===== src/rtl/chop_pkg.sv =====
package chop_pkg;

   typedef enum logic [2:0] {
      ST_IDLE,
      ST_ON,
      ST_DEAD_OFF,
      ST_OFF_FAST,
      ST_DEAD_MID,
      ST_OFF_SLOW,
      ST_DEAD_ON,
      ST_BLANK
   } chop_state_e;

   typedef struct packed {
      logic hs_a;
      logic ls_a;
      logic hs_b;
      logic ls_b;
   } gate_t;

endpackage


===== src/rtl/chop_frac_lut.sv =====
module chop_frac_lut #(
   parameter int          OFF_CYC  = 87,
   parameter int          DEAD_CYC = 3,
   parameter int          CW       = 7,
   parameter logic [31:0] FAST_PCT = 32'h64_30_0F_00
) (
   input  logic [1:0]    sel,
   output logic [CW-1:0] fast_n
);

   localparam int N_CODES = 4;

   logic [CW-1:0] tbl [N_CODES];

   for (genvar g = 0; g < N_CODES; g++) begin : g_code
      localparam int PCT = int'(FAST_PCT[g*8 +: 8]);
      localparam int CYC = (OFF_CYC * PCT) / 100;
      if (PCT > 100) begin : g_bad_pct
         $error("fast share above 100 percent");
      end
      if (CYC != 0 && CYC != OFF_CYC &&
          (CYC <= DEAD_CYC || CYC >= OFF_CYC - DEAD_CYC)) begin : g_bad_split
         $error("fast share leaves no room for a dead time");
      end
      assign tbl[g] = CW'(CYC);
   end

   assign fast_n = tbl[sel];

endmodule


===== src/rtl/chop_seq.sv =====
module chop_seq
   import chop_pkg::*;
#(
   parameter int OFF_CYC   = 87,
   parameter int DEAD_CYC  = 3,
   parameter int BLANK_CYC = 6,
   parameter int CW        = 7
) (
   input  logic          clk,
   input  logic          rst_n,
   input  logic          trip,
   input  logic          dir,
   input  logic          falling,
   input  logic [CW-1:0] fast_n,
   output chop_state_e   state,
   output logic          pol,
   output logic          fast_mode
);

   localparam logic [CW-1:0] C_DEAD   = CW'(DEAD_CYC - 1);
   localparam logic [CW-1:0] C_BLANK  = CW'(BLANK_CYC - 1);
   localparam logic [CW-1:0] C_OFF    = CW'(OFF_CYC);
   localparam logic [CW-1:0] C_SLOW   = CW'(OFF_CYC - DEAD_CYC - 1);
   localparam logic [CW-1:0] C_FADJ   = CW'(DEAD_CYC + 1);

   if (DEAD_CYC < 1 || BLANK_CYC < 1) begin : g_bad_len
      $error("dead and blanking lengths must be at least one cycle");
   end
   if (OFF_CYC <= 2 * DEAD_CYC + 1) begin : g_bad_off
      $error("off-time too short for two dead times");
   end

   logic [CW-1:0] cnt;
   logic [CW-1:0] fast_len;

   always_ff @(posedge clk) begin
      if (!rst_n) begin
         state     <= ST_IDLE;
         cnt       <= '0;
         pol       <= 1'b0;
         fast_mode <= 1'b0;
         fast_len  <= '0;
      end else begin
         case (state)
            ST_IDLE: begin
               state <= ST_ON;
               pol   <= dir;
            end
            ST_ON: begin
               if (trip) begin
                  state     <= ST_DEAD_OFF;
                  cnt       <= C_DEAD;
                  fast_mode <= falling && (fast_n != '0);
                  fast_len  <= fast_n;
               end
            end
            ST_DEAD_OFF: begin
               if (cnt == '0) begin
                  if (fast_mode) begin
                     state <= ST_OFF_FAST;
                     cnt   <= fast_len - C_FADJ;
                  end else begin
                     state <= ST_OFF_SLOW;
                     cnt   <= C_SLOW;
                  end
               end else begin
                  cnt <= cnt - 1'b1;
               end
            end
            ST_OFF_FAST: begin
               if (cnt == '0) begin
                  state <= (fast_len == C_OFF) ? ST_DEAD_ON : ST_DEAD_MID;
                  cnt   <= C_DEAD;
               end else begin
                  cnt <= cnt - 1'b1;
               end
            end
            ST_DEAD_MID: begin
               if (cnt == '0) begin
                  state <= ST_OFF_SLOW;
                  cnt   <= C_SLOW - fast_len;
               end else begin
                  cnt <= cnt - 1'b1;
               end
            end
            ST_OFF_SLOW: begin
               if (cnt == '0) begin
                  state <= ST_DEAD_ON;
                  cnt   <= C_DEAD;
               end else begin
                  cnt <= cnt - 1'b1;
               end
            end
            ST_DEAD_ON: begin
               if (cnt == '0) begin
                  state <= ST_BLANK;
                  cnt   <= C_BLANK;
                  pol   <= dir;
               end else begin
                  cnt <= cnt - 1'b1;
               end
            end
            ST_BLANK: begin
               if (cnt == '0) state <= ST_ON;
               else           cnt   <= cnt - 1'b1;
            end
            default: state <= ST_IDLE;
         endcase
      end
   end

   AST_IDLE_LEAVES: assert property (@(posedge clk) disable iff (!rst_n)
      state == ST_IDLE |=> state == ST_ON);
   AST_TRIP_ENDS_ON: assert property (@(posedge clk) disable iff (!rst_n)
      (state == ST_ON && trip) |=> state == ST_DEAD_OFF);
   AST_BLANK_HOLDS: assert property (@(posedge clk) disable iff (!rst_n)
      (state == ST_BLANK && cnt != '0) |=> state == ST_BLANK);
   AST_POL_HELD: assert property (@(posedge clk) disable iff (!rst_n)
      (state != ST_DEAD_ON && state != ST_IDLE) |=> $stable(pol));
   AST_SPLIT_HELD: assert property (@(posedge clk) disable iff (!rst_n)
      (state != ST_ON) |=> $stable(fast_len));

endmodule


===== src/rtl/chop_gates.sv =====
module chop_gates
   import chop_pkg::*;
(
   input  chop_state_e state,
   input  logic        pol,
   input  logic        fast_mode,
   input  logic        dis,
   output gate_t       gates
);

   logic src_hi, src_lo, snk_hi, snk_lo;

   always_comb begin
      src_hi = 1'b0;
      src_lo = 1'b0;
      snk_hi = 1'b0;
      snk_lo = 1'b0;
      case (state)
         ST_ON, ST_BLANK: begin
            src_hi = 1'b1;
            snk_lo = 1'b1;
         end
         ST_DEAD_OFF: snk_lo = !fast_mode;
         ST_OFF_FAST: begin
            snk_hi = 1'b1;
            src_lo = 1'b1;
         end
         ST_DEAD_MID: src_lo = 1'b1;
         ST_OFF_SLOW: begin
            src_lo = 1'b1;
            snk_lo = 1'b1;
         end
         default: ;
      endcase
   end

   always_comb begin
      if (dis) begin
         gates = '0;
      end else if (pol) begin
         gates = '{hs_a: src_hi, ls_a: src_lo, hs_b: snk_hi, ls_b: snk_lo};
      end else begin
         gates = '{hs_a: snk_hi, ls_a: snk_lo, hs_b: src_hi, ls_b: src_lo};
      end
   end

endmodule


===== src/rtl/chop_ctrl.sv =====
module chop_ctrl
   import chop_pkg::*;
#(
   parameter int          OFF_CYC   = 87,
   parameter int          DEAD_CYC  = 3,
   parameter int          BLANK_CYC = 6,
   parameter logic [31:0] FAST_PCT  = 32'h64_30_0F_00
) (
   input  logic       clk,
   input  logic       rst_n,
   input  logic       cmp_trip,
   input  logic       dir,
   input  logic       i_falling,
   input  logic [1:0] fast_sel,
   input  logic       out_dis,
   output logic       hs_a,
   output logic       ls_a,
   output logic       hs_b,
   output logic       ls_b
);

   localparam int CW = $clog2(OFF_CYC + 1);

   if (BLANK_CYC > OFF_CYC || DEAD_CYC > OFF_CYC) begin : g_bad_cw
      $error("blank and dead lengths must not exceed the off-time");
   end

   logic [CW-1:0] fast_n;
   chop_state_e   state;
   logic          pol;
   logic          fast_mode;
   gate_t         gates;

   chop_frac_lut #(
      .OFF_CYC (OFF_CYC),
      .DEAD_CYC(DEAD_CYC),
      .CW      (CW),
      .FAST_PCT(FAST_PCT)
   ) u_lut (
      .sel   (fast_sel),
      .fast_n(fast_n)
   );

   chop_seq #(
      .OFF_CYC  (OFF_CYC),
      .DEAD_CYC (DEAD_CYC),
      .BLANK_CYC(BLANK_CYC),
      .CW       (CW)
   ) u_seq (
      .clk      (clk),
      .rst_n    (rst_n),
      .trip     (cmp_trip),
      .dir      (dir),
      .falling  (i_falling),
      .fast_n   (fast_n),
      .state    (state),
      .pol      (pol),
      .fast_mode(fast_mode)
   );

   chop_gates u_gates (
      .state    (state),
      .pol      (pol),
      .fast_mode(fast_mode),
      .dis      (out_dis),
      .gates    (gates)
   );

   assign hs_a = gates.hs_a;
   assign ls_a = gates.ls_a;
   assign hs_b = gates.hs_b;
   assign ls_b = gates.ls_b;

   AST_LEG_A_EXCL: assert property (@(posedge clk) disable iff (!rst_n)
      !(hs_a && ls_a));
   AST_LEG_B_EXCL: assert property (@(posedge clk) disable iff (!rst_n)
      !(hs_b && ls_b));
   AST_DEAD_HS_A: assert property (@(posedge clk) disable iff (!rst_n)
      $rose(hs_a) |-> !$past(ls_a));
   AST_DEAD_LS_A: assert property (@(posedge clk) disable iff (!rst_n)
      $rose(ls_a) |-> !$past(hs_a));
   AST_DEAD_HS_B: assert property (@(posedge clk) disable iff (!rst_n)
      $rose(hs_b) |-> !$past(ls_b));
   AST_DEAD_LS_B: assert property (@(posedge clk) disable iff (!rst_n)
      $rose(ls_b) |-> !$past(hs_b));

endmodule


===== config.mk =====
export PLATFORM = sky130hd
export DESIGN_NAME = chop_ctrl
export DESIGN_NICKNAME = d
export VERILOG_FILES = /design/src/rtl/chop_pkg.sv /design/src/rtl/chop_frac_lut.sv /design/src/rtl/chop_seq.sv /design/src/rtl/chop_gates.sv /design/src/rtl/chop_ctrl.sv
export SDC_FILE = /design/constraint.sdc
export NUM_CORES = 1
export LEC_CHECK = 0
export CAP_MARGIN = 20
export CORE_ASPECT_RATIO = 1.4
export CORE_UTILIZATION = 63
export DETAILED_ROUTE_END_ITERATION = 8
export DONT_BUFFER_PORTS = 1
export HOLD_SLACK_MARGIN = 0.12
export PLACE_DENSITY_LB_ADDON = 0.25
export SLEW_MARGIN = 5
export SYNTH_ARGS = -nofsm -noshare
export SYNTH_HDL_FRONTEND = slang
export SYNTH_SLANG_ARGS = --single-unit

===== constraint.sdc =====
create_clock -name clk -period 2.23 [get_ports clk]
set_input_delay 0.446 -clock clk [delete_from_list [all_inputs] [get_ports clk]]
set_output_delay 0.446 -clock clk [all_outputs]
set_load 0.05 [all_outputs]

==> results.json <==
{
  "status": "complete, no violations",
  "leakage_nw": 0.6186,
  "cts_tree": "built",
  "slowest_stage": "or4_1",
  "drtPass1Iterations": 4,
  "synth_edf_count": 0,
  "rsz0062_at_grt": "no",
  "ant_nets": 0,
  "avgSynthCellArea_um2": 7.985,
  "maxClockFrequency_mhz": 466.1,
  "setup_violations": 0,
  "power_density_mw_per_mm2": 675.7,
  "path_cells": "or4_1 -> buf_4 -> o21ai_4 -> o21ai_0 -> a21bo_2 -> a32o_1",
  "slew_headroom_pct": 69.10,
  "nets": 205,
  "clock_sinks": 17,
  "cpPeakStageDelay_ns": 0.67,
  "instances_no_fill": 209,
  "finalHoldViolCount": 0,
  "synth.area.top_cells": "dfxtp_1 (23%), ha_1 (7.6%), a21oi_1 (4.7%)",
  "worst_clock_skew_ns": 0.009476,
  "initial_core_util_pct": 67.44,
  "grtUsageMet2_pct": 51.08,
  "via_count": 1389,
  "diodes": 0,
  "core_mm2": 0.002202,
  "slew_viol_final": 0,
  "grt_use_met3_pct": 3.354,
  "synth_fp_nets": 203,
  "placed_cell_area_mm2": 0.001485,
  "worst_slew_pin_slew_ns": 0.4600,
  "seq_area_frac_synth_pct": 22.91,
  "power_mw": 1.028,
  "cts_made_buffers": 3,
  "synth_ff_type": "dfxtp_1",
  "path_class": "reg -> reg",
  "peakVddDrop_mv": 0.5012,
  "max-clock-path-buffers": 2,
  "min_path_type": "in -> reg",
  "grt_pass1_vias": 1327,
  "cp.required_ns": 2.43,
  "grt_usage_pct": 29.78,
  "synth_area_mm2": 0.001485,
  "dp_cells": 205,
  "drive_gt1_share_pct": 15.51,
  "chipHeight_um": 59.45,
  "grt.overflow.total": 0,
  "clk_pin_slew_worst_paths_ns": 0.11,
  "use_met1_pct": 36.57,
  "period_share_pct": 96.21,
  "rows": 20,
  "routed_wl_um": 3493,
  "cap_viol_max_count": 0,
  "setup_ws_ns": 0.08453,
  "portBuffers": 0,
  "yosysUniqueCellTypes": 58,
  "synth_seq_cells": 17,
  "cts_hold_buf": 0,
  "grt_max_degree": 20,
  "ys_async_sr_fraction_pct": 0,
  "clk_latency_ns": 0.31,
  "grt_pass1_wl_um": 5809,
  "synth_top_area_share_pct": 22.91,
  "antenna_found_initial": 0,
  "gp_congestion": 0.9314,
  "cp-start-kind": "register",
  "dieArea_mm2": 0.002558,
  "fp.dieW_um": 43.04,
  "yosysWarnings": 0,
  "area_growth_pct": 2.443,
  "crit_fanout": 7,
  "clock-root-buffer": "clkbuf_4",
  "drtIter0Drc": 87,
  "grt_busiest_layer": "met2",
  "wl_per_cell_um": 16.71,
  "drcViolationCount": 0,
  "cts_max_level": 1,
  "fin_crit_ns": 2.145,
  "dp_hpwl_um": 2615,
  "ios": 12,
  "via_per_inst": 6.646,
  "fin_setup_tns_ns": 0,
  "arrival_ns": 2.35,
  "nFillCells": 193,
  "syn_inst": 186,
  "end_kind": "register",
  "preCtsSetupSlack_ns": 0.1390,
  "yosysTopAreaCell": "dfxtp_1",
  "final_area_mm2": 0.001521
}
power breakdown:
| part | internal (mW) | switching (mW) |
|---|---|---|
| Combinational | 0.187 | 0.287 |
| Clock | 0.0698 | 0.109 |
| Sequential | 0.332 | 0.0432 |
| Total | 0.589 | 0.440 |
sequential cells by signal, indices dropped and copies added (netlist names):
register / count
u_seq.fast_len: 5
u_seq.fast_mode: 1
u_seq.cnt: 7
u_seq.pol: 1
u_seq.state: 3
cells by family after synthesis:
| group | after synthesis | share of synthesized area (%) |
|---|---|---|
| buffers and inverters | 22 | 9.267 |
| AO/OA/AOI/OAI | 64 | 31.09 |
| multiplexers | 4 | 2.780 |
| XOR/XNOR | 3 | 1.769 |
| adder cells (fa/ha/maj) | 9 | 7.582 |
| AND/OR/NAND/NOR | 67 | 24.60 |
| flip-flops | 17 | 22.92 |
cells in the final DEF, fill, tap and decap left out, types with 2 or more instances in the layout:
cell type,Yosys,layout
o22ai_1,3,3
nor2b_1,9,8
a22oi_1,6,6
ha_1,9,9
o311a_1,2,2
mux2i_1,3,3
and2_1,3,3
dfxtp_1,17,15
a211oi_1,3,2
o21ai_0,12,12
nor3_1,7,6
buf_4,2,9
xor2_1,2,2
a21oi_1,14,14
nor3b_1,2,2
clkbuf_4,0,3
nand3b_1,2,2
nor4bb_1,2,2
a21boi_1,2,2
inv_1,10,10
nand2_1,9,9
nand3_1,2,2
nand2b_1,4,4
dfxtp_2,0,2
o211ai_1,2,2
nor2_1,18,18
per-stage QoR:
step / util, % / hold slack (ns)
6_report: 69.09 / 0.2545
5_1_grt: 69.09 / 0.2549
4_1_cts: 68.64 / 0.2578
3_5_place_dp: 67.44 / 0.4844
3_3_place_gp: 67.44 / 0.4788
2_1_floorplan: - / 0.4571
cells in the mapped netlist (2+ instances only):
master	instances
a21boi_1	2
nand2_1	9
nand2b_1	4
and2_1	3
a211oi_1	3
nor3b_1	2
buf_4	2
o21ai_0	12
inv_1	10
clkbuf_1	5
a22oi_1	6
nor3_1	7
dfxtp_1	17
nor4bb_1	2
nand3_1	2
nand3b_1	2
nor2b_1	9
a21oi_1	14
o22ai_1	3
o311a_1	2
xor2_1	2
o211ai_1	2
ha_1	9
clkbuf_8	4
mux2i_1	3
nor2_1	18
cell type report:
type / instances / area [µm²] / share of cell area, %
inverter: 10 / 37.54 / 2.467
clock buffer: 4 / 26.28 / 1.727
tap: 22 / 27.53 / 1.809
timing repair buffer: 9 / 67.56 / 4.441
multi-input combinational: 147 / 1020 / 67.02
sequential: 17 / 342.8 / 22.53
critical path, delay by kind of cell, from the launching register on:
kind                   cells  cell delay [ns]
buffers and inverters      1             0.22
flip-flops                 1             0.37
AO/OA/AOI/OAI              4             0.79
AND/OR/NAND/NOR            1             0.67
repair_timing:
item | CTS | global route
setup buffers | 0 | 0
resized for setup | 0 | 4
setup endpoints to repair | 0 | 6
worst paths after layout:
| check | end | start | cells after the start | slack (ns) |
|---|---|---|---|---|
| worst min-delay path | u_seq.fast_len[0] | rst_n | 1 | 0.25 |
| worst max-delay path | u_seq.cnt[6] | u_seq.cnt[2] | 6 | 0.08 |
| worst max register to register | u_seq.cnt[6] | u_seq.cnt[2] | 6 | 0.08 |
| worst min register to register | u_seq.cnt[3] | u_seq.cnt[3] | 2 | 0.50 |
routing by layer:
metal  vias up  share of wire, %
met4         0               3.5
met2        50                50
met3        13               5.1
met5         -                 0
met1       646                42
li1        680                 -
No activity file was read; power rests on OpenSTA's default activity.
